<file path="src/rtl/usb_cmd_pkg.sv">
package usb_cmd_pkg;

    localparam int CMD_W        = 32;
    localparam int RUN_POS      = 0;
    localparam int CRST_POS     = 1;
    localparam int SETUP_TW_POS = 13;
    localparam int ADD_TW_POS   = 14;

    typedef enum logic [1:0] {
        PU_DETACHED    = 2'd0,
        PU_ATTACH_FS   = 2'd1,
        PU_HS_RELEASED = 2'd2
    } pu_state_t;

    typedef enum logic {
        CR_IDLE = 1'b0,
        CR_BUSY = 1'b1
    } crst_state_t;

    typedef enum logic {
        TW_DOWN  = 1'b0,
        TW_ARMED = 1'b1
    } tw_state_t;

endpackage

</file>
<file path="src/rtl/dev_pullup_fsm.sv">
module dev_pullup_fsm
    import usb_cmd_pkg::*;
(
    input  logic clk,
    input  logic rst_n,
    input  logic run_stop,
    input  logic hs_mode,
    output logic pullup_en
);

    pu_state_t state_q, state_d;

    always_ff @(posedge clk or negedge rst_n) begin
        if (!rst_n) state_q <= PU_DETACHED;
        else        state_q <= state_d;
    end

    always_comb begin
        state_d = state_q;
        unique case (state_q)
            PU_DETACHED: begin
                if (run_stop) state_d = hs_mode ? PU_HS_RELEASED : PU_ATTACH_FS;
            end
            PU_ATTACH_FS: begin
                if (!run_stop)   state_d = PU_DETACHED;
                else if (hs_mode) state_d = PU_HS_RELEASED;
            end
            PU_HS_RELEASED: begin
                if (!run_stop)     state_d = PU_DETACHED;
                else if (!hs_mode) state_d = PU_ATTACH_FS;
            end
            default: state_d = PU_DETACHED;
        endcase
    end

    always_comb begin
        pullup_en = (state_q == PU_ATTACH_FS);
    end

    AST_PU_HS_DROP: assert property (@(posedge clk) disable iff (!rst_n)
        hs_mode |=> !pullup_en);
    AST_PU_DETACH: assert property (@(posedge clk) disable iff (!rst_n)
        !run_stop |=> !pullup_en);
    AST_PU_ATTACH: assert property (@(posedge clk) disable iff (!rst_n)
        (run_stop && !hs_mode) |=> pullup_en);

endmodule

</file>
<file path="src/rtl/dev_crst_fsm.sv">
module dev_crst_fsm
    import usb_cmd_pkg::*;
(
    input  logic clk,
    input  logic rst_n,
    input  logic start_req,
    input  logic done,
    output logic busy
);

    crst_state_t state_q, state_d;

    always_ff @(posedge clk or negedge rst_n) begin
        if (!rst_n) state_q <= CR_IDLE;
        else        state_q <= state_d;
    end

    always_comb begin
        state_d = state_q;
        unique case (state_q)
            CR_IDLE: if (start_req) state_d = CR_BUSY;
            CR_BUSY: if (done)      state_d = CR_IDLE;
            default: state_d = CR_IDLE;
        endcase
    end

    always_comb begin
        busy = (state_q == CR_BUSY);
    end

    AST_CRST_START: assert property (@(posedge clk) disable iff (!rst_n)
        (!busy && start_req) |=> busy);
    AST_CRST_HOLD: assert property (@(posedge clk) disable iff (!rst_n)
        (busy && !done) |=> busy);
    AST_CRST_END: assert property (@(posedge clk) disable iff (!rst_n)
        (busy && done) |=> !busy);
    AST_CRST_IDLE_DONE: assert property (@(posedge clk) disable iff (!rst_n)
        (!busy && !start_req && done) |=> !busy);

endmodule

</file>
<file path="src/rtl/dev_tripwire.sv">
module dev_tripwire
    import usb_cmd_pkg::*;
(
    input  logic clk,
    input  logic rst_n,
    input  logic sw_we,
    input  logic sw_val,
    input  logic hw_clr,
    output logic armed
);

    tw_state_t state_q, state_d;

    always_ff @(posedge clk or negedge rst_n) begin
        if (!rst_n) state_q <= TW_DOWN;
        else        state_q <= state_d;
    end

    always_comb begin
        state_d = state_q;
        unique case (state_q)
            TW_DOWN:  if (sw_we && sw_val && !hw_clr) state_d = TW_ARMED;
            TW_ARMED: if (hw_clr || (sw_we && !sw_val)) state_d = TW_DOWN;
            default:  state_d = TW_DOWN;
        endcase
    end

    always_comb begin
        armed = (state_q == TW_ARMED);
    end

    AST_TW_HW_WINS: assert property (@(posedge clk) disable iff (!rst_n)
        hw_clr |=> !armed);
    AST_TW_HOLD: assert property (@(posedge clk) disable iff (!rst_n)
        (!hw_clr && !sw_we) |=> (armed == $past(armed)));

endmodule

</file>
<file path="src/rtl/usb_dev_cmd_reg.sv">
module usb_dev_cmd_reg
    import usb_cmd_pkg::*;
#(
    parameter int DATA_W   = CMD_W,
    parameter int RUN_B    = RUN_POS,
    parameter int CRST_B   = CRST_POS,
    parameter int SETUP_B  = SETUP_TW_POS,
    parameter int ADD_B    = ADD_TW_POS
) (
    input  logic              clk,
    input  logic              rst_n,
    input  logic              wr_en,
    input  logic [DATA_W-1:0] wr_data,
    output logic [DATA_W-1:0] rd_data,
    input  logic              hs_mode,
    input  logic              setup_lockout,
    input  logic              setup_hazard,
    input  logic              dtd_hazard,
    input  logic              ctrl_reset_done,
    output logic              ctrl_reset_req,
    output logic              pullup_en
);

    localparam int TW_N = 2;
    localparam logic [DATA_W-1:0] LIVE_MASK =
        (DATA_W'(1) << RUN_B) | (DATA_W'(1) << CRST_B) |
        (DATA_W'(1) << SETUP_B) | (DATA_W'(1) << ADD_B);

    logic            run_q;
    logic            crst_busy;
    logic [TW_N-1:0] tw_clr;
    logic [TW_N-1:0] tw_val;
    logic [TW_N-1:0] tw_armed;

    always_ff @(posedge clk or negedge rst_n) begin
        if (!rst_n)     run_q <= 1'b0;
        else if (wr_en) run_q <= wr_data[RUN_B];
    end

    dev_pullup_fsm i_pullup (
        .clk       (clk),
        .rst_n     (rst_n),
        .run_stop  (run_q),
        .hs_mode   (hs_mode),
        .pullup_en (pullup_en)
    );

    dev_crst_fsm i_crst (
        .clk       (clk),
        .rst_n     (rst_n),
        .start_req (wr_en && wr_data[CRST_B]),
        .done      (ctrl_reset_done),
        .busy      (crst_busy)
    );

    assign ctrl_reset_req = crst_busy;

    assign tw_clr[0] = setup_hazard && !setup_lockout;
    assign tw_clr[1] = dtd_hazard;
    assign tw_val[0] = wr_data[SETUP_B];
    assign tw_val[1] = wr_data[ADD_B];

    for (genvar g = 0; g < TW_N; g++) begin : g_tw
        dev_tripwire i_tw (
            .clk    (clk),
            .rst_n  (rst_n),
            .sw_we  (wr_en),
            .sw_val (tw_val[g]),
            .hw_clr (tw_clr[g]),
            .armed  (tw_armed[g])
        );
    end

    always_comb begin
        rd_data          = '0;
        rd_data[RUN_B]   = run_q;
        rd_data[CRST_B]  = crst_busy;
        rd_data[SETUP_B] = tw_armed[0];
        rd_data[ADD_B]   = tw_armed[1];
    end

    AST_RSVD_ZERO: assert property (@(posedge clk) disable iff (!rst_n)
        (wr_en && |(wr_data & ~LIVE_MASK)) |=> ((rd_data & ~LIVE_MASK) == '0));
    AST_RUN_WRITE: assert property (@(posedge clk) disable iff (!rst_n)
        wr_en |=> (rd_data[RUN_B] == $past(wr_data[RUN_B])));
    AST_SETUP_CLR: assert property (@(posedge clk) disable iff (!rst_n)
        (setup_hazard && !setup_lockout) |=> !rd_data[SETUP_B]);
    AST_SETUP_LOCKOUT: assert property (@(posedge clk) disable iff (!rst_n)
        (setup_hazard && setup_lockout && !wr_en) |=> (rd_data[SETUP_B] == $past(rd_data[SETUP_B])));
    AST_ADD_CLR: assert property (@(posedge clk) disable iff (!rst_n)
        dtd_hazard |=> !rd_data[ADD_B]);

endmodule

</file>
<file path="config.mk">
export PLATFORM = sky130hd
export DESIGN_NAME = usb_dev_cmd_reg
export DESIGN_NICKNAME = d
export VERILOG_FILES = /design/src/rtl/usb_cmd_pkg.sv /design/src/rtl/dev_pullup_fsm.sv /design/src/rtl/dev_crst_fsm.sv /design/src/rtl/dev_tripwire.sv /design/src/rtl/usb_dev_cmd_reg.sv
export SDC_FILE = /design/constraint.sdc
export NUM_CORES = 1
export LEC_CHECK = 0
export BUFFER_PORTS_ARGS = -buffer_cell sky130_fd_sc_hd__buf_2
export CAP_MARGIN = 20
export CORE_UTILIZATION = 30
export CTS_CLUSTER_SIZE = 30
export DETAILED_ROUTE_END_ITERATION = 6
export GPL_TIMING_DRIVEN = 0
export PLACE_DENSITY = 0.95
export SKIP_CTS_REPAIR_TIMING = 1
export SLEW_MARGIN = 15
export SYNTH_ARGS = -nofsm -noshare
export SYNTH_HDL_FRONTEND = slang
export SYNTH_HIERARCHICAL = 1
export SYNTH_SLANG_ARGS = --single-unit
</file>
<file path="constraint.sdc">
create_clock -name clk -period 2.31 [get_ports clk]
set_input_delay 0.462 -clock clk [delete_from_list [all_inputs] [get_ports clk]]
set_output_delay 0.462 -clock clk [all_outputs]
set_load 0.03 [all_outputs]
</file>
==> impl_metrics.ini, run 1 <==
[place]
io_buffers = 17
gp_congestion = 0.653
place_ws_ns = 1.14
dp.cells = 111
dp.final_hpwl_um = 640

[logic_synthesis]
ys_async_sr_fraction_pct = 100
synth_top_family_by_area = buffers and inverters
synth_cells = 51
synth-simple-area-share_pct = 6.51
yosys.area.top_type = buf_4
synthTopCellsByCount = buf_4 (30), dfrtp_1 (6), mux2i_1 (3)
synth_area_per_cell_um2 = 9.42
yosysMostFrequentCell = buf_4
ys_top_cells_by_area = buf_4 (47%), dfrtp_1 (31%), mux2i_1 (6.3%), mux2_4 (3.1%), a211oi_2 (2.6%)
synth-xor-area-share_pct = 0
yosys_warnings = 6
ys_seq_elements = 6
synth_top_area_share_pct = 46.9
ys.flop_type = dfrtp_1
synthDistinctLibCells = 12
synth-edff-count = 0
muxShareOfSynthArea_pct = 9.38
synth.cell_area_um2 = 480
synth-compound-area-share_pct = 3.65
synthAdderAreaFrac_pct = 0
ys_seq_area_share_pct = 31.3

[clock_network]
clock-root-buffer = clkbuf_4
cts_sinks = 6
clkTransAtPathRegs_ns = 0.04
cts_made_buffers = 3
cts_buffer_depth = 2
cts_max_level = 1
cts_tree = done
clock_latency_ns = 0.24

[status]
status = finished, final reports clean

[pwr]
ir_worst_vdd_mv = 0.269
switching_share_pct = 37.7
power.leakage_nw = 0.466
pwr-share-clk_pct = 24.9
combPwrFrac_pct = 42.3
p_int_uw = 232
power_density_mw_per_mm2 = 524
power_frac_seq_pct = 32.8
p_sw_uw = 140

[cells_and_area]
instances_no_fill = 114
diodes = 0
drive_gt1_share_pct = 54.1
fillers = 152
finalNetCount = 140
syn2layout_area_growth_pct = 47.7

[drt]
drt_drc_violations_left = 0
vias = 359
wirelength_um = 699
first_iter_violations = 2
antenna_left = 0
wl_per_cell_um = 6.13
viasPerCell = 3.15
firstDrtPassIters = 3

[worst_setup_path]
crit_start = run_q
cp_data_required_time_ns = 1.85
path_max_fanout = 4
rr_startpoint = run_q
arrival_ns = 0.95
start_kind = flip-flop
end_kind = output port
path_class = reg -> out

[sta]
whs_ns = 0.0402
fin_crit_sh_pct = 61.0
clock_skew_ns = 0.00108
drv_slew = 0
rsz0062_at_grt = no
finalSetupViolCount = 0
setup_tns_ns = 0
final.setup.worst_slack_ns = 0.902
fmax_mhz = 710
finalCriticalPeriod_ns = 1.41
hold_viol = 0

[global_route]
grt_pass1_wl_um = 1150
antenna_found_initial = 0
grt_max_degree = 7
grtUsageTotal_pct = 9.49
grt_pass1_vias = 300
grt_overflow = 0

[die]
num_rows = 14
die_w_um = 42.0
core_area_mm2 = 0.00151
die_h_um = 42.0
start_util_pct = 31.9
num_io_pins = 74
dieArea_mm2 = 0.00177

[worst_hold_path]
min_path_type = in -> async

[job]
drv_cap = 0
[worst max-delay path: stages (launching register included)]
cell and delay (ns):
dfrtp_1 0.40, buf_4 0.14, buf_2 0.16
[power groups by stage]
stage          Combinational [mW]  Clock, mW  Sequential (mW)
6_report                    0.157     0.0925            0.122
3_5_place_dp                0.157          0            0.124
5_1_grt                     0.166      0.106            0.123
2_1_floorplan               0.125          0            0.131
3_3_place_gp                0.155          0            0.123
4_1_cts                     0.157     0.0988            0.122
[final cells by class]
class	instances	area [um^2]	share of cell area, %
clock buffer	3	22.5	3.17
multi-input combinational	40	199	28.0
sequential	6	150	21.2
timing repair buffer	17	85.1	12.0
buffer	30	225	31.7
inverter	2	7.51	1.06
tap	16	20.0	2.82
[layer usage]
layer	vias up	wire (um)	track usage (%)	part of all wire [%]
met5	-	0	0	0
met4	0	8	7.50	1.1
met3	2	101	6.47	14
met2	29	358	15.9	51
met1	133	231	7.40	33
li1	195	-	-	-
[logic make-up (layout without fill, tap and decap cells)]
kind of cell,after synthesis,after routing
other,1,28
AOI/OAI and AO/OA,2,2
muxes,4,4
and+or+nand+nor,6,6
buffers and inverters,32,52
DFF,6,6
[flip-flops by register name, summed over array words and instances (netlist names)]
register / cells
run_q: 1
g_tw.i_tw/armed: 2
i_pullup/state_q: 2
i_crst/busy: 1
[final timing paths]
kind,end,slack [ns],cells after the start
max,rd_data[0],0.90,2
min,g_tw[1].i_tw/armed,0.04,1
max reg2reg,run_q,1.52,1
min reg2reg,i_pullup/state_q[0],0.48,1
max in group asynchronous,i_pullup/state_q[1],2.13,1
min in group clk,g_tw[1].i_tw/armed,0.37,2
[cells in the final DEF, fill, tap and decap left out]
cell type	instances
a211oi_2	1
a21oi_1	1
and2_2	1
buf_2	17
buf_4	30
clkbuf_4	3
conb_1	28
dfrtp_1	6
inv_1	2
mux2_4	1
mux2i_1	3
nand2_1	1
nor2_1	2
nor2b_1	2
[metrics by stage]
stage                     util (%)  total power [mW]  cell area [um^2]
final                         47.1             0.372               709
after global routing          47.1             0.395               709
after CTS                     47.1             0.378               709
after detailed placement      45.6             0.280               687
after global placement        45.6             0.278               687
after floorplan                  -             0.256               582
Power figures use the tool's default switching activity.
==> run 2: changes to the inputs <==
- ABC_AREA: not set -> 1
- CORE_UTILIZATION: 30 -> 26
- PLACE_DENSITY: 0.95 -> 0.86
- clock period: 2.31 -> 1.25 ns (I/O delays scaled with it)
==> run 2 against run 1 <==
  * Combinational power increased by 91%
  * Sequential power increased by 82%
  * Final cell count increased by 26%
  * Largest power group unchanged
==> impl_metrics.ini, run 2 <==
[status]
status = finished, final reports clean

[cells_and_area]
ff_latch_area_um2 = 150
layout_commonest_cell = buf_4
syn2layout_area_growth_pct = 48.9
drive_gt1_share_pct = 44.5
multiInputGateArea_um2 = 193
finalNetCount = 161
final_cell_mix = buf_4 (30), conb_1 (28), buf_2 (17)
diodes = 0
fillers = 191

[die]
dieArea_mm2 = 0.00215
die_h_um = 46.4
num_rows = 15
num_io_pins = 74
die_w_um = 46.4
core_area_mm2 = 0.00178
start_util_pct = 28.7

[pwr]
finalPower_uw = 695
ir_worst_vdd_mv = 0.240
power.leakage_nw = 0.532
power_density_mw_per_mm2 = 912

[logic_synthesis]
yosys_warnings = 6
ys_seq_area_share_pct = 29.3
ys_seq_elements = 6
ys.flop_type = dfrtp_1
ys_top_cells_by_area = buf_4 (44%), dfrtp_1 (29%), nand2_1 (10%), inv_1 (8.1%), nor2_1 (4.4%)
synth_area_per_cell_um2 = 7.21
synthTopCellsByCount = buf_4 (30), nand2_1 (14), inv_1 (11)
synthDistinctLibCells = 8
synth-edff-count = 0
yosys.area.top_type = buf_4
ys_async_sr_fraction_pct = 100
yosysMostFrequentCell = buf_4
synth.cell_area_um2 = 512
synth_top_area_share_pct = 44.0
synth_cells = 71

[global_route]
grt_pass1_vias = 360
grtUsageTotal_pct = 9.08
antenna_found_initial = 0
grt_pass1_wl_um = 1270
grt_max_degree = 8
grt_overflow = 0

[sta]
rsz0062_at_grt = no
drv_slew = 0
hold_viol = 0
finalSetupViolCount = 0
setup_tns_ns = 0
final.setup.worst_slack_ns = 0.0615
finalCriticalPeriod_ns = 1.19
fin_crit_sh_pct = 95.1
fmax_mhz = 841
clock_skew_ns = 0.00316

[clock_network]
cts_sinks = 6
cts_buffer_depth = 2
cts_made_buffers = 3
clock_latency_ns = 0.24
clock-root-buffer = clkbuf_4
clkTransAtPathRegs_ns = 0.04
cts_tree = done
cts_max_level = 1

[job]
drv_cap = 0

[worst_setup_path]
arrival_ns = 0.94
cp_cell_sequence = buf_4, buf_2
cp_data_required_time_ns = 1.00
max_stage_delay_ns = 0.40
start_kind = flip-flop
end_kind = output port
path_max_fanout = 4
path_class = reg -> out
slowest_stage = dfrtp_1

[drt]
viasPerCell = 3.00
firstDrtPassIters = 2
wirelength_um = 872
drt_drc_violations_left = 0
vias = 432
antenna_left = 0
first_iter_violations = 1
wl_per_cell_um = 6.06

[place]
io_buffers = 17
place_ws_ns = 0.310
gp_congestion = 0.591
dp.final_hpwl_um = 807

[worst_hold_path]
min_path_type = in -> reg
-- run 2: cell types whose count changed after synthesis --
cell and delta:
nor2b_1 -2, mux2i_1 -3, nor2_1 +4, and2_2 -1
nor2_2 +2, a211oi_2 -1, inv_1 +9, nand2_1 +13
inv_2 +1, a21oi_1 -1, mux2_4 -1
-- run 2: power by group --
part	switching [mW]	internal [mW]	leakage [nW]	total, mW
logic	0.194	0.106	0.442	0.300
registers	0.0110	0.211	0.0764	0.222
clock network	0.0639	0.108	0.0138	0.172
total	0.269	0.425	0.532	0.695
-- run 2: critical path: cells and delay by family (launching register included) --
| family | cells | cell delay [ns] |
|---|---|---|
| buffers and inverters | 2 | 0.30 |
| DFF | 1 | 0.40 |
-- run 2: final timing paths --
kind	from	end	slack, ns	depth (start not counted)
max	run_q	rd_data[0]	0.06	2
min	wr_data[0]	run_q	0.22	3
max reg2reg	g_tw[1].i_tw/armed	g_tw[1].i_tw/armed	0.61	2
min reg2reg	g_tw[0].i_tw/armed	g_tw[0].i_tw/armed	0.52	2
max in group asynchronous	rst_n	run_q	0.73	2
min in group asynchronous	rst_n	i_pullup/state_q[0]	0.38	2
-- run 2: kinds of logic after synthesis --
kind of cell / Yosys count / synth area share, %
and+or+nand+nor: 22 / 17.1
buffers and inverters: 42 / 52.8
DFF: 6 / 29.3
other: 1 / 0.733
-- run 2: area by class of cell --
type | count | share of cell area, %
clock buffer | 3 | 2.96
tap | 25 | 4.11
inverter | 12 | 5.91
sequential | 6 | 19.7
timing repair buffer | 18 | 12.5
buffer | 30 | 29.6
multi-input combinational | 50 | 25.3
-- run 2: metrics by stage --
step	cells	instance area (um^2)	utilization, %	hold slack [ns]
6_report	144	762	42.7	0.224
4_1_cts	143	752	42.2	-0.177
3_3_place_gp	140	729	40.9	0.0772
5_1_grt	144	762	42.7	0.238
2_1_floorplan	98	613	-	-0.0456
3_5_place_dp	140	729	40.9	0.0801
-- run 2: metal layers --
metal | vias to the layer above | GRT usage [%] | share of wire, %
li1 | 239 | - | -
met1 | 171 | 6.82 | 32
met2 | 22 | 16.7 | 59
met3 | 0 | 4.71 | 9.3
met4 | 0 | 7.06 | 0
met5 | - | 0 | 0
==> run 3: changes to the inputs <==
- PLACE_DENSITY: 0.86 -> not set
- PLACE_DENSITY_LB_ADDON: not set -> 0.12
==> run 3 against run 2 <==
  * First-iteration DRC count shrank 100%
  * Register-to-register slack is essentially flat
  * Die area did not move
  * Sequential power barely moved
  * Total power about the same
  * Critical path depth is the same
  * Final cell count did not move
  * Fmax about the same
  * Clock skew hardly changed
  * Utilization did not move
  * Combinational power hardly changed
  * Largest cell class unchanged
  * Highest routed layer unchanged
==> impl_metrics.ini, run 3 (synthesis results as in run 2) <==
[cells_and_area]
multiInputGateArea_um2 = 193
drive_gt1_share_pct = 44.5
finalNetCount = 161
ff_latch_area_um2 = 150
syn2layout_area_growth_pct = 48.9
fillers = 195
final_cell_mix = buf_4 (30), conb_1 (28), buf_2 (17)
layout_commonest_cell = buf_4
diodes = 0

[die]
dieArea_mm2 = 0.00215
die_w_um = 46.4
num_rows = 15
start_util_pct = 28.7
die_h_um = 46.4
num_io_pins = 74
core_area_mm2 = 0.00178

[drt]
wl_per_cell_um = 5.25
viasPerCell = 2.81
first_iter_violations = 0
drt_drc_violations_left = 0
antenna_left = 0
wirelength_um = 756
firstDrtPassIters = 1
vias = 405

[sta]
setup_tns_ns = 0
fmax_mhz = 841
clock_skew_ns = 0.00291
finalSetupViolCount = 0
whs_ns = 0.215
hold_viol = 0
rsz0062_at_grt = no
finalCriticalPeriod_ns = 1.19
drv_slew = 0
fin_crit_sh_pct = 95.1

[clock_network]
cts_max_level = 1
cts_tree = done
clock_latency_ns = 0.24
clkTransAtPathRegs_ns = 0.04
clock-root-buffer = clkbuf_4
cts_sinks = 6
cts_buffer_depth = 2
cts_made_buffers = 3

[pwr]
ir_worst_vdd_mv = 0.611
power.leakage_nw = 0.532
power_density_mw_per_mm2 = 912

[worst_setup_path]
reg2reg_slack_ns = 0.62
r2r_end = i_pullup/state_q[1]
rr_startpoint = i_pullup/state_q[0]
crit_start = run_q
cp_data_required_time_ns = 1.00
arrival_ns = 0.94
path_max_fanout = 4
path_class = reg -> out
end_kind = output port
reg2reg_depth = 3
cp-endpoint = rd_data[0]
start_kind = flip-flop

[global_route]
grt_pass1_wl_um = 1040
antenna_found_initial = 0
grtUsageTotal_pct = 7.88
grt_max_degree = 8
grt_overflow = 0
grt_pass1_vias = 289

[worst_hold_path]
min_path_type = in -> reg

[place]
gp_congestion = 0.630
dp.final_hpwl_um = 667
io_buffers = 17

[job]
drv_cap = 0

[status]
status = finished, final reports clean
## run 3: cell counts in the layout (fill, tap and decap cells not counted)
Identical to the previous run, type by type.
## run 3: worst max-delay path: stages (launching register included)
cell	delay [ns]
dfrtp_1	0.40
buf_4	0.14
buf_2	0.16
## run 3: how the worst min path moves through the flow
stage	start	endpoint	slack [ns]	depth (start not counted)
after detailed placement	rst_n	i_pullup/state_q[1]	0.08	1
final	wr_data[0]	run_q	0.22	3
after CTS	rst_n	i_crst/busy	-0.18	1
after global placement	rst_n	i_crst/busy	0.08	1
after floorplan	rst_n	g_tw[0].i_tw/armed	-0.05	0
after global routing	wr_data[0]	run_q	0.23	3
## run 3: per-layer routing
layer  part of all wire, %  vias up  routed length [um]  global-route usage, %
met4                     0        0                   0                   3.53
li1                      -      239                   -                      -
met3                    17        0                 131                   8.24
met2                    47       28                 357                   12.8
met1                    35      138                 267                   5.91
met5                     0        -                   0                      0
## run 3: power breakdown
part | switching, mW | total [mW] | internal, mW
clock network | 0.0666 | 0.175 | 0.108
logic | 0.192 | 0.298 | 0.106
registers | 0.0103 | 0.221 | 0.211
## run 3: layout make-up
| type | instances | area share [%] |
|---|---|---|
| sequential | 6 | 19.7 |
| multi-input combinational | 50 | 25.3 |
| clock buffer | 3 | 2.96 |
| tap | 25 | 4.11 |
| buffer | 30 | 29.6 |
| timing repair buffer | 18 | 12.5 |
| inverter | 12 | 5.91 |
## run 3: per-stage QoR
step,instances,total power [mW],area (um^2),util [%],worst slack [ns]
final,144,0.695,762,42.7,0.0616
after global routing,144,0.752,762,42.7,0.00826
after CTS,143,0.702,752,42.2,0.0469
after detailed placement,140,0.519,729,40.9,0.311
after global placement,140,0.517,729,40.9,0.310
after floorplan,98,0.475,613,-,0.223
